**src/rtl/eqctl_pkg.sv**
```systemverilog
package eqctl_pkg;

  localparam int LEN_W_DEF  = 9;
  localparam int CODE_W_DEF = 5;
  localparam int SW_W_DEF   = 2;
  localparam int N_DRV_DEF  = 2;

  // pin roles, hardware mode
  localparam int MF_BYP    = 0;
  localparam int MF_SLP    = 1;
  localparam int MF_MUTE   = 2;
  localparam int MF_SD_HW  = 3;
  // pin roles, software mode
  localparam int MF_SD_SW  = 0;
  localparam int MF_SO     = 1;
  localparam int MF_SCK    = 2;
  localparam int MF_SI     = 3;

  localparam logic [3:0] OE_HW = 4'b1000;
  localparam logic [3:0] OE_SW = 4'b0011;

  // sleep field
  localparam logic [1:0] SLP_ON   = 2'b00;
  localparam logic [1:0] SLP_AUTO = 2'b01;
  localparam logic [1:0] SLP_OFF  = 2'b10;

  // rate codes
  localparam logic [1:0] RATE_SD  = 2'b00;
  localparam logic [1:0] RATE_UNK = 2'b11;

  // threshold law in half metres
  localparam int THR_BASE_HM = 20;
  localparam int THR_STEP_HM = 19;
  localparam int KNEE_HM     = 500;
  localparam int KNEE_IDX    = 400;

  typedef struct packed {
    logic sleep;
    logic mute;
    logic eq_byp;
    logic jc_byp;
  } ctl_req_t;

  // length index limit for a threshold code
  function automatic int code_to_len(int code);
    int hm;
    hm = THR_BASE_HM + THR_STEP_HM * code;
    if (hm <= KNEE_HM) return (hm * 4) / 5;
    return KNEE_IDX + (hm - KNEE_HM) / 5;
  endfunction

endpackage

```
**src/rtl/eqctl_mfdec.sv**
```systemverilog
module eqctl_mfdec
  import eqctl_pkg::*;
(
  input  logic       mode_sw,
  input  logic [3:0] mf_lvl,
  input  logic       mf0_drv,
  input  logic       sig_present,
  input  logic [1:0] cfg_sleep,
  input  logic       cfg_mute,
  input  logic       cfg_eq_byp,
  input  logic       cfg_jc_byp,
  input  logic       cfg_thr_dig,
  output ctl_req_t   req,
  output logic       use_dig,
  output logic       ser_sck_c,
  output logic       ser_si_c
);

  logic hw_pin_high;
  logic hw_pin_float;

  assign hw_pin_high  = mf0_drv && mf_lvl[MF_BYP];
  assign hw_pin_float = !mf0_drv;

  always_comb begin
    if (!mode_sw) begin
      req.sleep  = mf_lvl[MF_SLP] && !sig_present;
      req.mute   = mf_lvl[MF_MUTE];
      req.eq_byp = hw_pin_high;
      req.jc_byp = hw_pin_high || hw_pin_float;
    end else begin
      unique case (cfg_sleep)
        SLP_AUTO: req.sleep = !sig_present;
        SLP_OFF:  req.sleep = 1'b1;
        default:  req.sleep = 1'b0;
      endcase
      req.mute   = cfg_mute;
      req.eq_byp = cfg_eq_byp;
      req.jc_byp = cfg_jc_byp;
    end
  end

  assign use_dig   = mode_sw && cfg_thr_dig;
  assign ser_sck_c = mode_sw && mf_lvl[MF_SCK];
  assign ser_si_c  = mode_sw && mf_lvl[MF_SI];

endmodule

```
**src/rtl/eqctl_sigdet.sv**
```systemverilog
module eqctl_sigdet
  import eqctl_pkg::*;
#(
  parameter int LEN_W  = LEN_W_DEF,
  parameter int CODE_W = CODE_W_DEF
) (
  input  logic              sig_present,
  input  logic [LEN_W-1:0]  cable_len,
  input  logic              ana_over,
  input  logic              use_dig,
  input  logic [CODE_W-1:0] thr_code,
  output logic              len_over,
  output logic              sd_n_c
);

  localparam logic [CODE_W-1:0] NEVER_CODE = {CODE_W{1'b1}};

  logic [LEN_W-1:0] len_lim;
  logic             dig_over;

  assign len_lim  = LEN_W'(code_to_len(int'(thr_code)));
  assign dig_over = (thr_code != NEVER_CODE) && (cable_len > len_lim);
  assign len_over = use_dig ? dig_over : ana_over;
  assign sd_n_c   = !sig_present || len_over;

endmodule

```
**src/rtl/eqctl_prio.sv**
```systemverilog
module eqctl_prio
  import eqctl_pkg::*;
#(
  parameter int N_DRV = N_DRV_DEF,
  parameter int SW_W  = SW_W_DEF
) (
  input  logic                  clk,
  input  logic                  rst_n,
  input  logic                  mode_sw,
  input  ctl_req_t              req,
  input  logic [1:0]            rate_det,
  input  logic [N_DRV*SW_W-1:0] cfg_swing,
  input  logic                  sdo1_dis,
  input  logic                  sd_n_c,
  input  logic                  ser_so,
  input  logic                  ser_sck_c,
  input  logic                  ser_si_c,
  output logic                  pwr_dn,
  output logic                  mute_o,
  output logic                  eq_byp_o,
  output logic                  jc_byp_o,
  output logic [N_DRV-1:0]      drv_en,
  output logic                  sd_n,
  output logic [1:0]            rate_stat,
  output logic [3:0]            mf_oe,
  output logic [3:0]            mf_out,
  output logic                  ser_sck,
  output logic                  ser_si
);

  localparam int DIS_IDX = 1;

  logic             pass_n;
  logic             rate_auto;
  logic             mute_n, eqb_n, jcb_n;
  logic [1:0]       rate_n;
  logic [N_DRV-1:0] drv_n;
  logic [3:0]       oe_n, out_n;

  assign pass_n    = !req.sleep && !req.mute;
  assign rate_auto = (rate_det == RATE_SD) || (rate_det == RATE_UNK);
  assign mute_n    = !req.sleep && req.mute;
  assign eqb_n     = pass_n && req.eq_byp;
  assign jcb_n     = pass_n && (req.jc_byp || req.eq_byp || rate_auto);
  assign rate_n    = (rate_det == RATE_SD) ? RATE_SD :
                     (jcb_n ? RATE_UNK : rate_det);

  for (genvar i = 0; i < N_DRV; i++) begin : g_drv
    logic swing_on;
    assign swing_on = |cfg_swing[i*SW_W +: SW_W];
    if (i == DIS_IDX) begin : g_dis
      assign drv_n[i] = !req.sleep && !sdo1_dis && (!mode_sw || swing_on);
    end else begin : g_plain
      assign drv_n[i] = !req.sleep && (!mode_sw || swing_on);
    end
  end

  always_comb begin
    out_n = '0;
    if (mode_sw) begin
      oe_n            = OE_SW;
      out_n[MF_SD_SW] = sd_n_c;
      out_n[MF_SO]    = ser_so;
    end else begin
      oe_n            = OE_HW;
      out_n[MF_SD_HW] = sd_n_c;
    end
  end

  always_ff @(posedge clk) begin
    if (!rst_n) begin
      pwr_dn    <= 1'b1;
      mute_o    <= 1'b0;
      eq_byp_o  <= 1'b0;
      jc_byp_o  <= 1'b0;
      drv_en    <= '0;
      sd_n      <= 1'b1;
      rate_stat <= RATE_SD;
      mf_oe     <= '0;
      mf_out    <= '0;
      ser_sck   <= 1'b0;
      ser_si    <= 1'b0;
    end else begin
      pwr_dn    <= req.sleep;
      mute_o    <= mute_n;
      eq_byp_o  <= eqb_n;
      jc_byp_o  <= jcb_n;
      drv_en    <= drv_n;
      sd_n      <= sd_n_c;
      rate_stat <= rate_n;
      mf_oe     <= oe_n;
      mf_out    <= out_n;
      ser_sck   <= ser_sck_c;
      ser_si    <= ser_si_c;
    end
  end

  p_sleep_quiet_r5: assert property (@(posedge clk) disable iff (!rst_n)
    pwr_dn |-> (!mute_o && !eq_byp_o && !jc_byp_o));

  p_mute_over_byp_r5: assert property (@(posedge clk) disable iff (!rst_n)
    mute_o |-> (!eq_byp_o && !jc_byp_o));

  p_eqbyp_takes_jc_r2: assert property (@(posedge clk) disable iff (!rst_n)
    eq_byp_o |-> jc_byp_o);

  p_sd_rate_stat_r8: assert property (@(posedge clk) disable iff (!rst_n)
    (rate_det == RATE_SD) |=> (rate_stat == RATE_SD));

  p_sdo1_off_r9: assert property (@(posedge clk) disable iff (!rst_n)
    sdo1_dis |=> !drv_en[DIS_IDX]);

  p_oe_map_r1: assert property (@(posedge clk) disable iff (!rst_n)
    (mf_oe == 4'b0000) || (mf_oe == OE_HW) || (mf_oe == OE_SW));

endmodule

```
**src/rtl/eqctl_arbiter.sv**
```systemverilog
module eqctl_arbiter
  import eqctl_pkg::*;
#(
  parameter int LEN_W  = LEN_W_DEF,
  parameter int CODE_W = CODE_W_DEF,
  parameter int N_DRV  = N_DRV_DEF,
  parameter int SW_W   = SW_W_DEF
) (
  input  logic                  clk,
  input  logic                  rst_n,
  input  logic                  mode_sw,
  input  logic [3:0]            mf_lvl,
  input  logic                  mf0_drv,
  input  logic                  sdo1_dis,
  input  logic                  sig_present,
  input  logic [LEN_W-1:0]      cable_len,
  input  logic                  ana_over,
  input  logic [1:0]            rate_det,
  input  logic [1:0]            cfg_sleep,
  input  logic                  cfg_mute,
  input  logic                  cfg_eq_byp,
  input  logic                  cfg_jc_byp,
  input  logic                  cfg_thr_dig,
  input  logic [CODE_W-1:0]     cfg_thr_code,
  input  logic [N_DRV*SW_W-1:0] cfg_swing,
  input  logic                  ser_so,
  output logic                  pwr_dn,
  output logic                  mute_o,
  output logic                  eq_byp_o,
  output logic                  jc_byp_o,
  output logic [N_DRV-1:0]      drv_en,
  output logic                  sd_n,
  output logic [1:0]            rate_stat,
  output logic [3:0]            mf_oe,
  output logic [3:0]            mf_out,
  output logic                  ser_sck,
  output logic                  ser_si
);

  ctl_req_t req;
  logic     use_dig;
  logic     ser_sck_c, ser_si_c;
  logic     len_over, sd_n_c;

  eqctl_mfdec u_mfdec (
    .mode_sw     (mode_sw),
    .mf_lvl      (mf_lvl),
    .mf0_drv     (mf0_drv),
    .sig_present (sig_present),
    .cfg_sleep   (cfg_sleep),
    .cfg_mute    (cfg_mute),
    .cfg_eq_byp  (cfg_eq_byp),
    .cfg_jc_byp  (cfg_jc_byp),
    .cfg_thr_dig (cfg_thr_dig),
    .req         (req),
    .use_dig     (use_dig),
    .ser_sck_c   (ser_sck_c),
    .ser_si_c    (ser_si_c)
  );

  eqctl_sigdet #(.LEN_W(LEN_W), .CODE_W(CODE_W)) u_sigdet (
    .sig_present (sig_present),
    .cable_len   (cable_len),
    .ana_over    (ana_over),
    .use_dig     (use_dig),
    .thr_code    (cfg_thr_code),
    .len_over    (len_over),
    .sd_n_c      (sd_n_c)
  );

  eqctl_prio #(.N_DRV(N_DRV), .SW_W(SW_W)) u_prio (
    .clk       (clk),
    .rst_n     (rst_n),
    .mode_sw   (mode_sw),
    .req       (req),
    .rate_det  (rate_det),
    .cfg_swing (cfg_swing),
    .sdo1_dis  (sdo1_dis),
    .sd_n_c    (sd_n_c),
    .ser_so    (ser_so),
    .ser_sck_c (ser_sck_c),
    .ser_si_c  (ser_si_c),
    .pwr_dn    (pwr_dn),
    .mute_o    (mute_o),
    .eq_byp_o  (eq_byp_o),
    .jc_byp_o  (jc_byp_o),
    .drv_en    (drv_en),
    .sd_n      (sd_n),
    .rate_stat (rate_stat),
    .mf_oe     (mf_oe),
    .mf_out    (mf_out),
    .ser_sck   (ser_sck),
    .ser_si    (ser_si)
  );

  p_nosig_sdn_r6: assert property (@(posedge clk) disable iff (!rst_n)
    !sig_present |=> sd_n);

  p_force_pd_r4: assert property (@(posedge clk) disable iff (!rst_n)
    (mode_sw && cfg_sleep == SLP_OFF) |=> pwr_dn);

  p_never_code_r7: assert property (@(posedge clk) disable iff (!rst_n)
    (use_dig && (&cfg_thr_code) && sig_present) |=> !sd_n);

  p_hw_mute_r3: assert property (@(posedge clk) disable iff (!rst_n)
    (!mode_sw && mf_lvl[MF_MUTE] && !(mf_lvl[MF_SLP] && !sig_present))
      |=> mute_o);

  p_over_only_present_r6: assert property (@(posedge clk) disable iff (!rst_n)
    (sig_present && !len_over) |=> !sd_n);

endmodule

```
**config.mk**
```make
export PLATFORM = sky130hd
export DESIGN_NAME = eqctl_arbiter
export DESIGN_NICKNAME = d
export VERILOG_FILES = /design/src/rtl/eqctl_pkg.sv /design/src/rtl/eqctl_mfdec.sv /design/src/rtl/eqctl_sigdet.sv /design/src/rtl/eqctl_prio.sv /design/src/rtl/eqctl_arbiter.sv
export SDC_FILE = /design/constraint.sdc
export NUM_CORES = 1
export LEC_CHECK = 0
export BUFFER_PORTS_ARGS = -buffer_cell sky130_fd_sc_hd__buf_4
export CELL_PAD_IN_SITES_DETAIL_PLACEMENT = 0
export CELL_PAD_IN_SITES_GLOBAL_PLACEMENT = 1
export CORE_MARGIN = 3
export CORE_UTILIZATION = 40
export DETAILED_ROUTE_END_ITERATION = 7
export GPL_ROUTABILITY_DRIVEN = 0
export GPL_TIMING_DRIVEN = 0
export PLACE_DENSITY = 0.76
export SYNTH_ARGS = -nofsm -noshare
export SYNTH_HDL_FRONTEND = slang
export SYNTH_HIERARCHICAL = 1
export SYNTH_SLANG_ARGS = --single-unit
```
**constraint.sdc**
```tcl
create_clock -name clk -period 11.4 [get_ports clk]
set_input_delay 1.14 -clock clk [delete_from_list [all_inputs] [get_ports clk]]
set_output_delay 1.14 -clock clk [all_outputs]
set_load 0.02 [all_outputs]
```
# Yosys cells after proc, flatten, opt, wreduce, memory -nomap -nowiden
# Index checks and enable logic that the tools add are counted.
# W data, S select, Z words.
dict set report word_totals {
  regBits 19
  inputBits 38
  out_inout_bits 19
}
dict set report classes {
  add_sub_neg 3
  n_mul 1
  div 2
  order_cmp 2
  n_eq_ne 4
  n_mux 8
  bitwise 1
  n_reduce_logical 32
}
# operator count
set op_table {}
lappend op_table {{$div A32 B4 Y32 const B} 2}
lappend op_table {{$add A6 B32 Y32 const A} 1}
lappend op_table {{$le A32 B10 Y1 const B} 1}
lappend op_table {{$sub A32 B10 Y32 const B} 1}
lappend op_table {{$mux W9} 2}
lappend op_table {{$logic_and A1 B1 Y1} 13}
lappend op_table {{$mul A5 B5 Y10 const A} 1}
lappend op_table {{$add A8 B9 Y9 const A} 1}
lappend op_table {{$gt A9 B9 Y1} 1}
lappend op_table {{$mux W4} 2}
lappend op_table {{$reduce_or A2 Y1} 4}
lappend op_table {{$logic_or A1 B1 Y1} 7}
lappend op_table {{$logic_not A1 Y1} 6}
lappend op_table {{$ne A5 B5 Y1 const B} 1}
lappend op_table {{$eq A2 B2 Y1 const B} 2}
lappend op_table {{$eq A2 B1 Y1 const B} 1}
lappend op_table {{$logic_not A2 Y1} 1}
lappend op_table {{$mux W1} 2}
lappend op_table {{$mux W2} 1}
lappend op_table {{$pmux W1 S2} 1}
lappend op_table {{$reduce_and A2 Y1} 1}
lappend op_table {{$not A1 Y1} 1}

# Logic depth before layout (Yosys ltp)
dict set report logic_depth {
  depth_word 10
  depth_mapped 57
}

# Modules after synthesis
# Netlist, hierarchy kept.
# mod n_inst cells_per_inst area_each_um2 seq_area_each_um2
set modules_own_cells {}
lappend modules_own_cells {eqctl_sigdet 1 641 4490.6 0.0}
lappend modules_own_cells {eqctl_prio 1 47 518.0 320.3}
lappend modules_own_cells {eqctl_mfdec 1 18 123.9 0.0}

# Least setup slack after synthesis
# No wires, ideal clock.
dict set report synth_path {
  path_type {input to register}
  start {input port cfg_thr_code[2]}
  end {register u_prio.mf_out[0]}
  setup_time_ns 0.115
  arrival_time_ns 11.110
  setup_slack_ns 0.175
  path_stages 49
  n_path_buf 5
  cell_sequence {ha_1 > fa_1 > ha_1 > fa_1 > and4_1 > buf_6 > or3_1 > buf_2 > clkbuf_1 > nand2_1 > ha_1 > nand2b_1 > a211o_1 > o211ai_2 > buf_6 > o211ai_1 > o22ai_1 > nor3_2 > (+13 left out) > xor2_1 > a2111o_1 > o41ai_1 > ha_1 > nor2b_1 > o21a_1 > o21a_1 > o21ai_0 > nand2b_1 > a21oi_1 > nor2b_1 > o21ai_0 > nand2b_1 > a21oi_1 > a311oi_1 > mux2_2 > or2_2 > and3_1}
}
dict set report synth_between {
  elab_chain_len 10
  elab_cells_between_ends 15
  classes_between {add/sub (3); mul (1); div (2); order compare (2); eq/ne (1); mux (4); reduce/logical (2)}
}
# item line_no
set synth_rtl {}
lappend synth_rtl {{start: declaration} eqctl_arbiter.sv:24} ;# input logic [CODE_W-1:0] cfg_thr_code,
lappend synth_rtl {{$mul A5 B5 Y10} eqctl_pkg.sv:47} ;# hm = THR_BASE_HM + THR_STEP_HM * code;
lappend synth_rtl {{$add A6 B32 Y32} eqctl_pkg.sv:47}
lappend synth_rtl {{$sub A32 B10 Y32} eqctl_pkg.sv:49} ;# return KNEE_IDX + (hm - KNEE_HM) / 5;
lappend synth_rtl {{$div A32 B4 Y32} eqctl_pkg.sv:49}
lappend synth_rtl {{$add A8 B9 Y9} eqctl_pkg.sv:49}
lappend synth_rtl {{$mux W9} eqctl_pkg.sv:49}
lappend synth_rtl {{$gt A9 B9 Y1} eqctl_sigdet.sv:22} ;# assign dig_over = (thr_code != NEVER_CODE) && (cable_len > len_lim);
lappend synth_rtl {{$logic_and A1 B1 Y1 (*)} eqctl_sigdet.sv:22}
lappend synth_rtl {{$mux W1 (*)} eqctl_sigdet.sv:23} ;# assign len_over = use_dig ? dig_over : ana_over;
lappend synth_rtl {{via len_over} eqctl_arbiter.sv:43} ;# logic len_over, sd_n_c;
lappend synth_rtl {{$logic_or A1 B1 Y1 (*)} eqctl_sigdet.sv:24} ;# assign sd_n_c = !sig_present || len_over;
lappend synth_rtl {{via sd_n_c} eqctl_arbiter.sv:43}
lappend synth_rtl {{end signal: assignment} eqctl_prio.sv:92} ;# mf_out <= out_n;
lappend synth_rtl {{end: declaration} eqctl_prio.sv:26} ;# output logic [3:0] mf_out,
# Mark *: on every way through the listed nets, which the timed path passes. The rest lies on a longest branch.
# A chain may end at the register's enable or synchronous reset.

# Final worst setup path
# Ends and elaborated chain as after synthesis.

==> impl_metrics.json <==
{
  "status": "complete, no violations",
  "grt_pass1_vias": 5332,
  "synth_top_area_cell": "ha_1",
  "hp-class": "primary input to flop",
  "cts_sinks": 16,
  "cp-end-kind": "flop",
  "layout_commonest_cell": "buf_4",
  "stdcell_count": 966,
  "drc": 0,
  "slew_headroom_pct": 18.1,
  "final_cell_mix": "91 x buf_4, 63 x nor2_1, 54 x nand2_1",
  "clockBufferDepth": 2,
  "vias_per_cell": 6.20,
  "dp_hpwl_um": 13100,
  "path_max_fanout": 7,
  "die_w_um": 119,
  "crit_type": "primary input to flop",
  "pin_count": 57,
  "slew_violations": 0,
  "drtPass1Iterations": 5,
  "area_growth_pct": 29.5,
  "synth_edf_count": 0,
  "wl_per_cell_um": 17.7,
  "dr.first_iter.drc_count": 594,
  "synth.avg_cell_area_um2": 7.27,
  "cts.clk_slew.worst_paths_ns": 0.05,
  "netlist_top_cells_area": "ha_1 9.8%, dfxtp_1 6.2%, xnor2_1 5.5%",
  "holdWs_ns": 1.05,
  "h-tree-depth": 1,
  "setup_tns_ns": 0,
  "num_vias": 5994,
  "max_stage_delay_ns": 0.51,
  "portBuffers": 54,
  "die_h_um": 119,
  "path_buf_inv": 6,
  "min_period_over_period_pct": 97.2,
  "cp.required_ns": 11.54,
  "grt-ovfl-total": 0,
  "tightestPinTransition_ns": 1.22,
  "synth_top_area_share_pct": 9.75,
  "synth.distinct_cells": 113,
  "ys.flop_type": "dfxtp_1",
  "ant_nets": 0,
  "fin_nets": 880,
  "die_area_um2": 14200,
  "synth_seq_area_share_pct": 6.24,
  "cts_inserted_buffers": 3,
  "core_area_um2": 12300,
  "synth-async-reset-ratio_pct": 0,
  "crit_family": "compound AO/OA/AOI/OAI gates",
  "layout-drive-gt1-share_pct": 29.1,
  "cts_root_buf": "clkbuf_16",
  "ys_ff_latch": 16,
  "rows": 40,
  "cp_slowest_cell": "fa_1",
  "hold_violations": 0,
  "place_area_um2": 5760,
  "ctsHoldBuffers": 0,
  "yosys_warnings": 6,
  "grt_util_all_layers_pct": 22.4,
  "syn_inst": 706,
  "initial_core_util_pct": 41.9,
  "n_antenna_cell": 0,
  "fin_crit_ns": 11.08,
  "antenna_found_initial": 0,
  "grt_max_degree": 15,
  "cts_tree": "built",
  "max_freq_ghz": 0.0902,
  "crit_path_start_kind": "primary input",
  "routed_wl_um": 17100,
  "dp_cells": 929,
  "arrival_ns": 11.22,
  "fin_area_um2": 6650,
  "grt_pass1_wl_um": 27300,
  "setup_violations": 0,
  "maxCapViolations": 0,
  "syn_area_um2": 5130
}
-- kinds of logic after synthesis --
| group | share of synthesized area, % |
|---|---|
| AO/OA/AOI/OAI | 38.6 |
| buffers and inverters | 6.05 |
| flip-flops | 6.24 |
| other | 0.0731 |
| adder cells (fa/ha/maj) | 11.3 |
| multiplexers | 2.90 |
| XOR/XNOR | 7.51 |
| AND/OR/NAND/NOR | 27.3 |
-- per-stage QoR --
stage	worst slack [ns]	util [%]
finish	0.315	54.2
floorplan	0.175	-
global route	-0.133	54.2
CTS	0.00135	50.4
detailed placement	-1.34	46.9
global placement	-1.18	46.9
-- cells in the mapped netlist, types with 10 or more instances --
cell       n
o21ai_0   42
ha_1      40
clkbuf_1  19
o211ai_1  15
xnor2_1   32
mux2i_1   10
nand2_1   56
nand3_1   23
a31oi_1   19
nor3_1    16
xor2_1    12
nor2_1    65
inv_1     27
nand2b_1  13
and3_1    10
a21oi_1   44
dfxtp_1   16
a211oi_1  11
-- metal layers --
metal	global-route usage [%]	vias to the layer above	part of all wire [%]
met2	37.4	225	47
met3	1.57	18	5.6
met5	0	-	0
met1	32.2	2848	46
li1	-	2903	-
met4	3.62	0	1.1
-- flip-flops by register name (all words and copies together), names as in the netlist, 2 cells and up --
register / count
u_prio/rate_stat: 2
u_prio/mf_oe: 2
u_prio/drv_en: 2
u_prio/mf_out: 3
-- layout make-up --
type | instances | area (um2)
buffer | 34 | 211
fill | 1194 | 5610
inverter | 31 | 120
tap | 168 | 210
multi-input combinational | 623 | 5010
sequential | 16 | 320
clock buffer | 4 | 88.8
timing repair buffer | 90 | 687
-- final timing paths --
path       startpoint                     endpoint  depth (start not counted)  slack, ns
min          sdo1_dis  u_prio/drv_en[1]$_SDFF_PN0_                          2       1.05
max   cfg_thr_code[2]  u_prio/mf_out[0]$_SDFF_PN0_                         49       0.32
-- repair_timing --
action	CTS	global route
setup buffers	13	23
pin swaps	23	36
endpoints found under the setup margin	3	3
gates resized for setup	44	61
Power is left out: the tool's default activity adds up to more than one toggle a clock period on the data nets, which glitch-free logic cannot reach.
